### config.mk
export PLATFORM = sky130hd
export DESIGN_NAME = aux_xact_ctrl
export DESIGN_NICKNAME = d
export VERILOG_FILES = /design/src/rtl/aux_xact_pkg.sv /design/src/rtl/aux_xact_seq.sv /design/src/rtl/aux_hpd_mon.sv /design/src/rtl/aux_irq_ctrl.sv /design/src/rtl/aux_xact_ctrl.sv
export SDC_FILE = /design/constraint.sdc
export NUM_CORES = 1
export LEC_CHECK = 0
export BUFFER_PORTS_ARGS = -buffer_cell sky130_fd_sc_hd__buf_2
export CORE_AREA = 4 4 175 177
export CTS_BUF_LIST = sky130_fd_sc_hd__clkbuf_8 sky130_fd_sc_hd__clkbuf_16
export DETAILED_ROUTE_END_ITERATION = 12
export DIE_AREA = 0 0 179 181
export PLACE_DENSITY = 0.78
export SKIP_CTS_REPAIR_TIMING = 1
export SYNTH_ARGS = -nofsm -noshare
export SYNTH_HDL_FRONTEND = slang
export SYNTH_SLANG_ARGS = --single-unit
### constraint.sdc
create_clock -name clk_i -period 2.42 [get_ports clk_i]
set_input_delay 0.121 -clock clk_i [delete_from_list [all_inputs] [get_ports clk_i]]
set_output_delay 0.121 -clock clk_i [all_outputs]
set_load 0.02 [all_outputs]
### src/rtl/aux_xact_pkg.sv
package aux_xact_pkg;
  localparam int OFF_ADDR  = 0;
  localparam int OFF_CTRL  = 1;
  localparam int OFF_STAT  = 2;
  localparam int OFF_INTS  = 3;
  localparam int OFF_INTEN = 4;
  localparam int OFF_TX    = 8;
  localparam int OFF_RX    = 12;

  localparam int CTRL_AONLY = 4;
  localparam int CTRL_CMD_LO = 8;
  localparam int CTRL_START = 16;
  localparam int STAT_ERR_LO = 8;
  localparam int STAT_TYPE_LO = 16;
  localparam int STAT_HPD = 28;

  typedef enum logic [3:0] {
    CMD_NAT_WR   = 4'h0,
    CMD_NAT_RD   = 4'h1,
    CMD_I2C_WR   = 4'h4,
    CMD_I2C_RD   = 4'h5,
    CMD_I2C_WSU  = 4'h6,
    CMD_I2CM_WR  = 4'hC,
    CMD_I2CM_RD  = 4'hD,
    CMD_I2CM_WSU = 4'hE
  } aux_cmd_e;

  function automatic logic cmd_legal(input logic [3:0] c);
    case (c)
      CMD_NAT_WR, CMD_NAT_RD, CMD_I2C_WR, CMD_I2C_RD, CMD_I2C_WSU,
      CMD_I2CM_WR, CMD_I2CM_RD, CMD_I2CM_WSU: return 1'b1;
      default: return 1'b0;
    endcase
  endfunction

  function automatic logic cmd_is_i2c(input logic [3:0] c);
    return c[2];
  endfunction
endpackage

### src/rtl/aux_xact_seq.sv
module aux_xact_seq #(
  parameter int TIMEOUT_CYC = 2048
) (
  input  logic clk_i,
  input  logic rst_ni,
  input  logic launch_i,
  input  logic rsp_valid_i,
  output logic busy_o,
  output logic finish_o,
  output logic expired_o
);
  localparam int CW = $clog2(TIMEOUT_CYC + 1);
  localparam logic [CW-1:0] LAST = CW'(TIMEOUT_CYC - 1);

  logic          busy_q;
  logic [CW-1:0] cnt_q;

  assign busy_o    = busy_q;
  assign expired_o = busy_q && !rsp_valid_i && (cnt_q == LAST);
  assign finish_o  = busy_q && (rsp_valid_i || (cnt_q == LAST));

  always_ff @(posedge clk_i or negedge rst_ni) begin
    if (!rst_ni) begin
      busy_q <= 1'b0;
      cnt_q  <= '0;
    end else if (!busy_q) begin
      if (launch_i) begin
        busy_q <= 1'b1;
        cnt_q  <= '0;
      end
    end else if (finish_o) begin
      busy_q <= 1'b0;
      cnt_q  <= '0;
    end else begin
      cnt_q <= cnt_q + 1'b1;
    end
  end

  assert_cnt_bound_R7: assert property (@(posedge clk_i) disable iff (!rst_ni)
    busy_q |-> (cnt_q < CW'(TIMEOUT_CYC)));
  assert_launch_idle_R9: assert property (@(posedge clk_i) disable iff (!rst_ni)
    launch_i |-> !busy_q);
endmodule

### src/rtl/aux_hpd_mon.sv
module aux_hpd_mon (
  input  logic clk_i,
  input  logic rst_ni,
  input  logic hpd_i,
  output logic level_o,
  output logic plug_o,
  output logic unplug_o
);
  logic s1_q, s2_q, prev_q;

  always_ff @(posedge clk_i or negedge rst_ni) begin
    if (!rst_ni) begin
      s1_q   <= 1'b0;
      s2_q   <= 1'b0;
      prev_q <= 1'b0;
    end else begin
      s1_q   <= hpd_i;
      s2_q   <= s1_q;
      prev_q <= s2_q;
    end
  end

  assign level_o  = s2_q;
  assign plug_o   = s2_q && !prev_q;
  assign unplug_o = !s2_q && prev_q;

  assert_edge_excl_R11: assert property (@(posedge clk_i) disable iff (!rst_ni)
    $onehot0({plug_o, unplug_o}));
  assert_plug_level_R11: assert property (@(posedge clk_i) disable iff (!rst_ni)
    plug_o |=> level_o);
endmodule

### src/rtl/aux_irq_ctrl.sv
module aux_irq_ctrl #(
  parameter int NSRC = 4
) (
  input  logic            clk_i,
  input  logic            rst_ni,
  input  logic [NSRC-1:0] set_i,
  input  logic            clr_we_i,
  input  logic            en_we_i,
  input  logic [NSRC-1:0] wdata_i,
  output logic [NSRC-1:0] stat_o,
  output logic [NSRC-1:0] en_o,
  output logic            irq_o
);
  logic [NSRC-1:0] stat_q, en_q;

  always_ff @(posedge clk_i or negedge rst_ni) begin
    if (!rst_ni) begin
      stat_q <= '0;
      en_q   <= '0;
    end else begin
      stat_q <= (stat_q & ~(clr_we_i ? wdata_i : '0)) | set_i;
      if (en_we_i) en_q <= wdata_i;
    end
  end

  assign stat_o = stat_q;
  assign en_o   = en_q;
  assign irq_o  = |(stat_q & en_q);

  for (genvar k = 0; k < NSRC; k++) begin : g_chk
    assert_set_wins_R10: assert property (@(posedge clk_i) disable iff (!rst_ni)
      set_i[k] |=> stat_q[k]);
  end
endmodule

### src/rtl/aux_xact_ctrl.sv
module aux_xact_ctrl #(
  parameter int ADDR_W      = 20,
  parameter int NWORDS      = 4,
  parameter int TIMEOUT_CYC = 2048,
  parameter int REG_AW      = 4
) (
  input  logic                             clk_i,
  input  logic                             rst_ni,
  input  logic                             reg_we_i,
  input  logic [REG_AW-1:0]                reg_addr_i,
  input  logic [31:0]                      reg_wdata_i,
  output logic [31:0]                      reg_rdata_o,
  output logic                             req_valid_o,
  output logic [3:0]                       req_cmd_o,
  output logic [ADDR_W-1:0]                req_addr_o,
  output logic [$clog2(4*NWORDS+1)-1:0]    req_len_o,
  output logic                             req_addr_only_o,
  output logic [32*NWORDS-1:0]             req_data_o,
  input  logic                             rsp_valid_i,
  input  logic [3:0]                       rsp_type_i,
  input  logic [$clog2(4*NWORDS+1)-1:0]    rsp_count_i,
  input  logic [2:0]                       rsp_err_i,
  input  logic [32*NWORDS-1:0]             rsp_data_i,
  input  logic                             hpd_i,
  input  logic                             sink_irq_i,
  output logic                             irq_o
);
  import aux_xact_pkg::*;

  localparam int CNT_W = $clog2(4*NWORDS+1);
  localparam int LEN_W = $clog2(4*NWORDS);
  localparam int NIRQ  = 4;

  logic [ADDR_W-1:0]           addr_q;
  logic [LEN_W-1:0]            len_m1_q;
  logic                        aonly_q;
  logic [3:0]                  cmd_q;
  logic [NWORDS-1:0][31:0]     tx_q, rx_q;
  logic [3:0]                  type_q;
  logic [CNT_W-1:0]            count_q;
  logic [3:0]                  err_q;

  logic busy, finish, expired, launch;
  logic hpd_lvl, plug, unplug;
  logic [NIRQ-1:0] int_stat, int_en;

  function automatic logic hit(input logic [REG_AW-1:0] a, input int off);
    return a == REG_AW'(off);
  endfunction

  logic wr_ctrl, wr_idle;
  logic [3:0] wcmd;
  assign wr_idle = reg_we_i && !busy;
  assign wr_ctrl = wr_idle && hit(reg_addr_i, OFF_CTRL);
  assign wcmd    = reg_wdata_i[CTRL_CMD_LO +: 4];
  assign launch  = wr_ctrl && reg_wdata_i[CTRL_START] && cmd_legal(wcmd) &&
                   (!reg_wdata_i[CTRL_AONLY] || cmd_is_i2c(wcmd));

  aux_xact_seq #(.TIMEOUT_CYC(TIMEOUT_CYC)) u_seq (
    .clk_i, .rst_ni, .launch_i(launch), .rsp_valid_i,
    .busy_o(busy), .finish_o(finish), .expired_o(expired)
  );

  aux_hpd_mon u_hpd (
    .clk_i, .rst_ni, .hpd_i, .level_o(hpd_lvl), .plug_o(plug), .unplug_o(unplug)
  );

  aux_irq_ctrl #(.NSRC(NIRQ)) u_irq (
    .clk_i, .rst_ni,
    .set_i({unplug, plug, sink_irq_i, finish}),
    .clr_we_i(reg_we_i && hit(reg_addr_i, OFF_INTS)),
    .en_we_i(reg_we_i && hit(reg_addr_i, OFF_INTEN)),
    .wdata_i(reg_wdata_i[NIRQ-1:0]),
    .stat_o(int_stat), .en_o(int_en), .irq_o
  );

  always_ff @(posedge clk_i or negedge rst_ni) begin
    if (!rst_ni) begin
      addr_q   <= '0;
      len_m1_q <= '0;
      aonly_q  <= 1'b0;
      cmd_q    <= '0;
    end else begin
      if (wr_idle && hit(reg_addr_i, OFF_ADDR)) addr_q <= reg_wdata_i[ADDR_W-1:0];
      if (wr_ctrl) begin
        len_m1_q <= reg_wdata_i[LEN_W-1:0];
        aonly_q  <= reg_wdata_i[CTRL_AONLY];
        cmd_q    <= wcmd;
      end
    end
  end

  for (genvar g = 0; g < NWORDS; g++) begin : g_word
    always_ff @(posedge clk_i or negedge rst_ni) begin
      if (!rst_ni) begin
        tx_q[g] <= '0;
        rx_q[g] <= '0;
      end else begin
        if (wr_idle && hit(reg_addr_i, OFF_TX + g)) tx_q[g] <= reg_wdata_i;
        if (finish && rsp_valid_i) rx_q[g] <= rsp_data_i[32*g +: 32];
      end
    end
  end

  // error bits: [0] timeout, [1] rx, [2] sink-status, [3] missing stop
  always_ff @(posedge clk_i or negedge rst_ni) begin
    if (!rst_ni) begin
      type_q  <= '0;
      count_q <= '0;
      err_q   <= '0;
    end else begin
      logic [3:0] clr, set;
      clr = (reg_we_i && hit(reg_addr_i, OFF_STAT)) ? reg_wdata_i[STAT_ERR_LO +: 4] : 4'b0;
      set = '0;
      if (finish && rsp_valid_i) begin
        type_q  <= rsp_type_i;
        count_q <= rsp_count_i;
        set     = {rsp_err_i, 1'b0};
      end else if (expired) begin
        count_q <= '0;
        set     = 4'b0001;
      end
      err_q <= (err_q & ~clr) | set;
    end
  end

  assign req_valid_o     = busy;
  assign req_cmd_o       = cmd_q;
  assign req_addr_o      = addr_q;
  assign req_addr_only_o = aonly_q;
  assign req_len_o       = aonly_q ? '0 : CNT_W'(len_m1_q) + 1'b1;
  assign req_data_o      = tx_q;

  always_comb begin
    reg_rdata_o = '0;
    if (hit(reg_addr_i, OFF_ADDR)) reg_rdata_o[ADDR_W-1:0] = addr_q;
    if (hit(reg_addr_i, OFF_CTRL)) begin
      reg_rdata_o[LEN_W-1:0]          = len_m1_q;
      reg_rdata_o[CTRL_AONLY]         = aonly_q;
      reg_rdata_o[CTRL_CMD_LO +: 4]   = cmd_q;
      reg_rdata_o[CTRL_START]         = busy;
    end
    if (hit(reg_addr_i, OFF_STAT)) begin
      reg_rdata_o[CNT_W-1:0]          = count_q;
      reg_rdata_o[STAT_ERR_LO +: 4]   = err_q;
      reg_rdata_o[STAT_TYPE_LO +: 4]  = type_q;
      reg_rdata_o[STAT_HPD]           = hpd_lvl;
    end
    if (hit(reg_addr_i, OFF_INTS))  reg_rdata_o[NIRQ-1:0] = int_stat;
    if (hit(reg_addr_i, OFF_INTEN)) reg_rdata_o[NIRQ-1:0] = int_en;
    for (int k = 0; k < NWORDS; k++) begin
      if (hit(reg_addr_i, OFF_TX + k)) reg_rdata_o = tx_q[k];
      if (hit(reg_addr_i, OFF_RX + k)) reg_rdata_o = rx_q[k];
    end
  end

  assert_payload_hold_R9: assert property (@(posedge clk_i) disable iff (!rst_ni)
    (req_valid_o && $past(req_valid_o)) |->
      ($stable(req_addr_o) && $stable(req_data_o) && $stable(req_cmd_o) && $stable(req_len_o)));
  assert_done_on_finish_R6: assert property (@(posedge clk_i) disable iff (!rst_ni)
    finish |=> (int_stat[0] && !req_valid_o));
  assert_no_native_aonly_R4: assert property (@(posedge clk_i) disable iff (!rst_ni)
    req_valid_o |-> !(req_addr_only_o && !req_cmd_o[2]));
  assert_legal_cmd_R5: assert property (@(posedge clk_i) disable iff (!rst_ni)
    $rose(req_valid_o) |-> cmd_legal(req_cmd_o));
endmodule

==> results.sh <==
export IMPL_fillers=1938
export IMPL_drive_above_1_share=0.463
export IMPL_final_setup_skew_ps=15.3
export IMPL_timing_rr_end="u_seq.cnt_q[6]$_DFFE_PN0P_"
export IMPL_synth_seq_cells=322
export IMPL_fin_tns_setup_ps=0
export IMPL_start_util=0.514
export IMPL_setup_violations=0
export IMPL_synth_most_common_cell="dfrtp_1"
export IMPL_power_density_mw_per_mm2=990
export IMPL_fmax_ghz=0.424
export IMPL_min_from="reg_wdata_i[11]"
export IMPL_status="complete, but fails checks"
export IMPL_cts_inserted_buffers=37
export IMPL_wirelength_um=58100
export IMPL_netlist_area_sq_mm=0.0150
export IMPL_num_nets_final=1952
export IMPL_post_route_min_period_ps=2360
export IMPL_yosysWarnings=0
export IMPL_synthTopCellsByCount="dfrtp_1, mux2_2, nand2_1, buf_2, o21ai_0"
export IMPL_worst_pin_slew_ps=737
export IMPL_synth_area_per_cell_sq_um=12.6
export IMPL_core_area_sq_mm=0.0292
export IMPL_route_detailed_drc=0
export IMPL_synth_top_cell_area_share=0.536
export IMPL_hold_slack_ps=-13.0
export IMPL_rr_worst_depth=6
export IMPL_crit_arrival_ps=2240
export IMPL_yosysUniqueCellTypes=62
export IMPL_regToRegSetupSlack_ps=200
export IMPL_cp_slowest_cell="dfrtp_1"
export IMPL_wl_per_cell_um=26.5
export IMPL_yosys_area_top_type="dfrtp_1"
export IMPL_ios=374
export IMPL_io_buffers=373
export IMPL_rows=63
export IMPL_slew_viol_final=0
export IMPL_synth_nets=1381
export IMPL_setup_worst_path_class="reg2out"
export IMPL_ys_top_cells_by_area="dfrtp_1, mux2_2, buf_2"
export IMPL_die_h_um=181
export IMPL_htreeDepth=2
export IMPL_place_congestion=0.878
export IMPL_cp_top_family="compound AO/OA/AOI/OAI gates"
export IMPL_hpwl_um=36900
export IMPL_seq_area_frac_synth=0.536
export IMPL_via_per_inst=6.21
export IMPL_violations="negative hold slack"
export IMPL_grt_remaining_overflow=0
export IMPL_worst_path_max_fanout=3
export IMPL_slowest_delay_ps=390
export IMPL_grt_max_degree=84
export IMPL_synthFlopType="dfrtp_1"
export IMPL_track_usage=0.315
export IMPL_worstPathCellList="and2_1 > a211oi_1 > a2bb2oi_1 > a221oi_1 > a221o_1 > buf_2"
export IMPL_async_flop_share=1.00
export IMPL_period_share=0.974
export IMPL_vias=13600
export IMPL_min_to="req_data_o[75]$_DFFE_PN0P_"
export IMPL_synth_edff_count=0
export IMPL_endpoint_kind="output port"
export IMPL_crit_required_ps=2300
export IMPL_layout_area_overhead_vs_synth_pct=37.6
export IMPL_ant_nets=0
export IMPL_cp_num_buf_inv=1
export IMPL_clk_pin_slew_ps=60
export IMPL_clockBufferDepth=3
export IMPL_hold_path_cell_count=2
export IMPL_cp_start_kind="register"
export IMPL_maxCapViolCount=0
export IMPL_leakagePower_nw=9.57
export IMPL_clkSinkCount=322
export IMPL_post_route_util=0.707
export IMPL_synthCells=1197
export IMPL_hold_viol=7
export IMPL_drtIter0Drc=1299
export IMPL_slew_headroom=0.507
export IMPL_clkLatencyLatePin_ps=520
export IMPL_die_w_um=179
export IMPL_antenna_found_initial=4
export IMPL_cts_root_buf="clkbuf_16"
export IMPL_first_pass_iters=5
export IMPL_irDropWorstVdd_mv=0.848
export IMPL_cts_tree="done"
export IMPL_r2r_start="u_seq.cnt_q[0]$_DFFE_PN0P_"
export IMPL_grt_pass1_wl_um=77100
export IMPL_first_global_vias=12600
export IMPL_hold_path_class="in2reg"
export IMPL_die_area_sq_mm=0.0324
export IMPL_rsz0062_at_grt="no"
metrics by stage:
| stage | cell area, sq um | hold WS (ps) | total power, mW | std cells | setup WS [ps] |
|---|---|---|---|---|---|
| floorplan | 15000 | -175 | 11.8 | 1197 | 656 |
| global placement | 17600 | 93.4 | 13.8 | 1947 | 341 |
| detailed placement | 17600 | 88.3 | 14.0 | 1947 | 340 |
| CTS | 18900 | -444 | 19.9 | 2014 | 189 |
| global route | 20700 | 1.45 | 21.2 | 2191 | 16.3 |
| finish | 20700 | -13.0 | 20.5 | 2192 | 63.5 |
logic make-up (layout without fill, tap and decap cells):
| group | after synthesis | count (layout) | share of synthesized area |
|---|---|---|---|
| simple gates | 190 | 190 | 0.0625 |
| mux | 327 | 327 | 0.249 |
| compound gates | 254 | 254 | 0.115 |
| other cells | 0 | 6 | 0 |
| xor+xnor | 4 | 4 | 0.00233 |
| buf+inv | 98 | 697 | 0.0333 |
| flops | 322 | 322 | 0.536 |
| fa+ha+maj | 2 | 2 | 0.00167 |
area by class of cell:
cell class              instances  area (sq um)  area share
clock inverters                17           193     0.00932
clock buffers                  50          1120      0.0540
diodes                          6          15.0    0.000726
multi-input cells             777          6480       0.314
well taps                     390           488      0.0236
inverters                      13          48.8     0.00236
repair buffers                617          4270       0.207
flip-flops and latches        322          8060       0.390
report_power, final:
part           internal, mW  total (mW)  leakage [nW]  switching [mW]
sequential             7.24        8.66          3.93            1.42
clock                  3.65        5.93         0.673            2.27
combinational          2.85        5.88          4.97            3.03
total                  13.7        20.5          9.57            6.72
how the worst max path moves through the flow:
stage / start / end / cells after the start / slack, ps
2_1_floorplan: u_seq.cnt_q[0]$_DFFE_PN0P_ / u_seq.cnt_q[0]$_DFFE_PN0P_ / 6 / 660
3_3_place_gp: reg_addr_i[3] / req_data_o[4]$_DFFE_PN0P_ / 7 / 340
3_5_place_dp: reg_addr_i[3] / reg_rdata_o[9] / 8 / 340
4_1_cts: req_data_o[12]$_DFFE_PN0P_ / reg_rdata_o[12] / 6 / 190
5_1_grt: req_data_o[44]$_DFFE_PN0P_ / reg_rdata_o[12] / 6 / 20
6_report: req_data_o[44]$_DFFE_PN0P_ / reg_rdata_o[12] / 6 / 60
sequential cells by signal (all words and copies together), names as in the netlist:
name             flops
count_q              5
u_irq.en_o           4
len_m1_q             4
u_hpd.prev_q         1
req_addr_only_o      1
type_q               4
req_cmd_o            4
u_hpd.s1_q           1
rx_q               128
err_q                4
req_addr_o          20
u_hpd.level_o        1
u_seq.busy_o         1
u_seq.cnt_q         12
u_irq.stat_o         4
req_data_o         128
per-layer routing:
layer	vias up	share of wire	global-route usage
met4	0	0.064	0.150
met2	979	0.46	0.486
met3	271	0.10	0.0808
met5	-	0	0
met1	6767	0.37	0.418
li1	5597	-	-
cells in the final DEF (no fill, tap or decap), drive strengths merged, types with 7 or more instances in the layout:
cell type / n
clkbuf: 50
nor3: 11
nand3: 16
a22o: 20
o22ai: 28
buf: 445
mux2: 310
mux2i: 11
dfrtp: 322
inv: 21
dlygate4sd3: 172
nand4: 7
a31oi: 12
a21oi: 37
o21ai: 54
a211oi: 12
nor2: 43
nand2b: 9
nand2: 72
a22oi: 34
nor2b: 14
No activity file was read; power rests on OpenSTA's default activity.
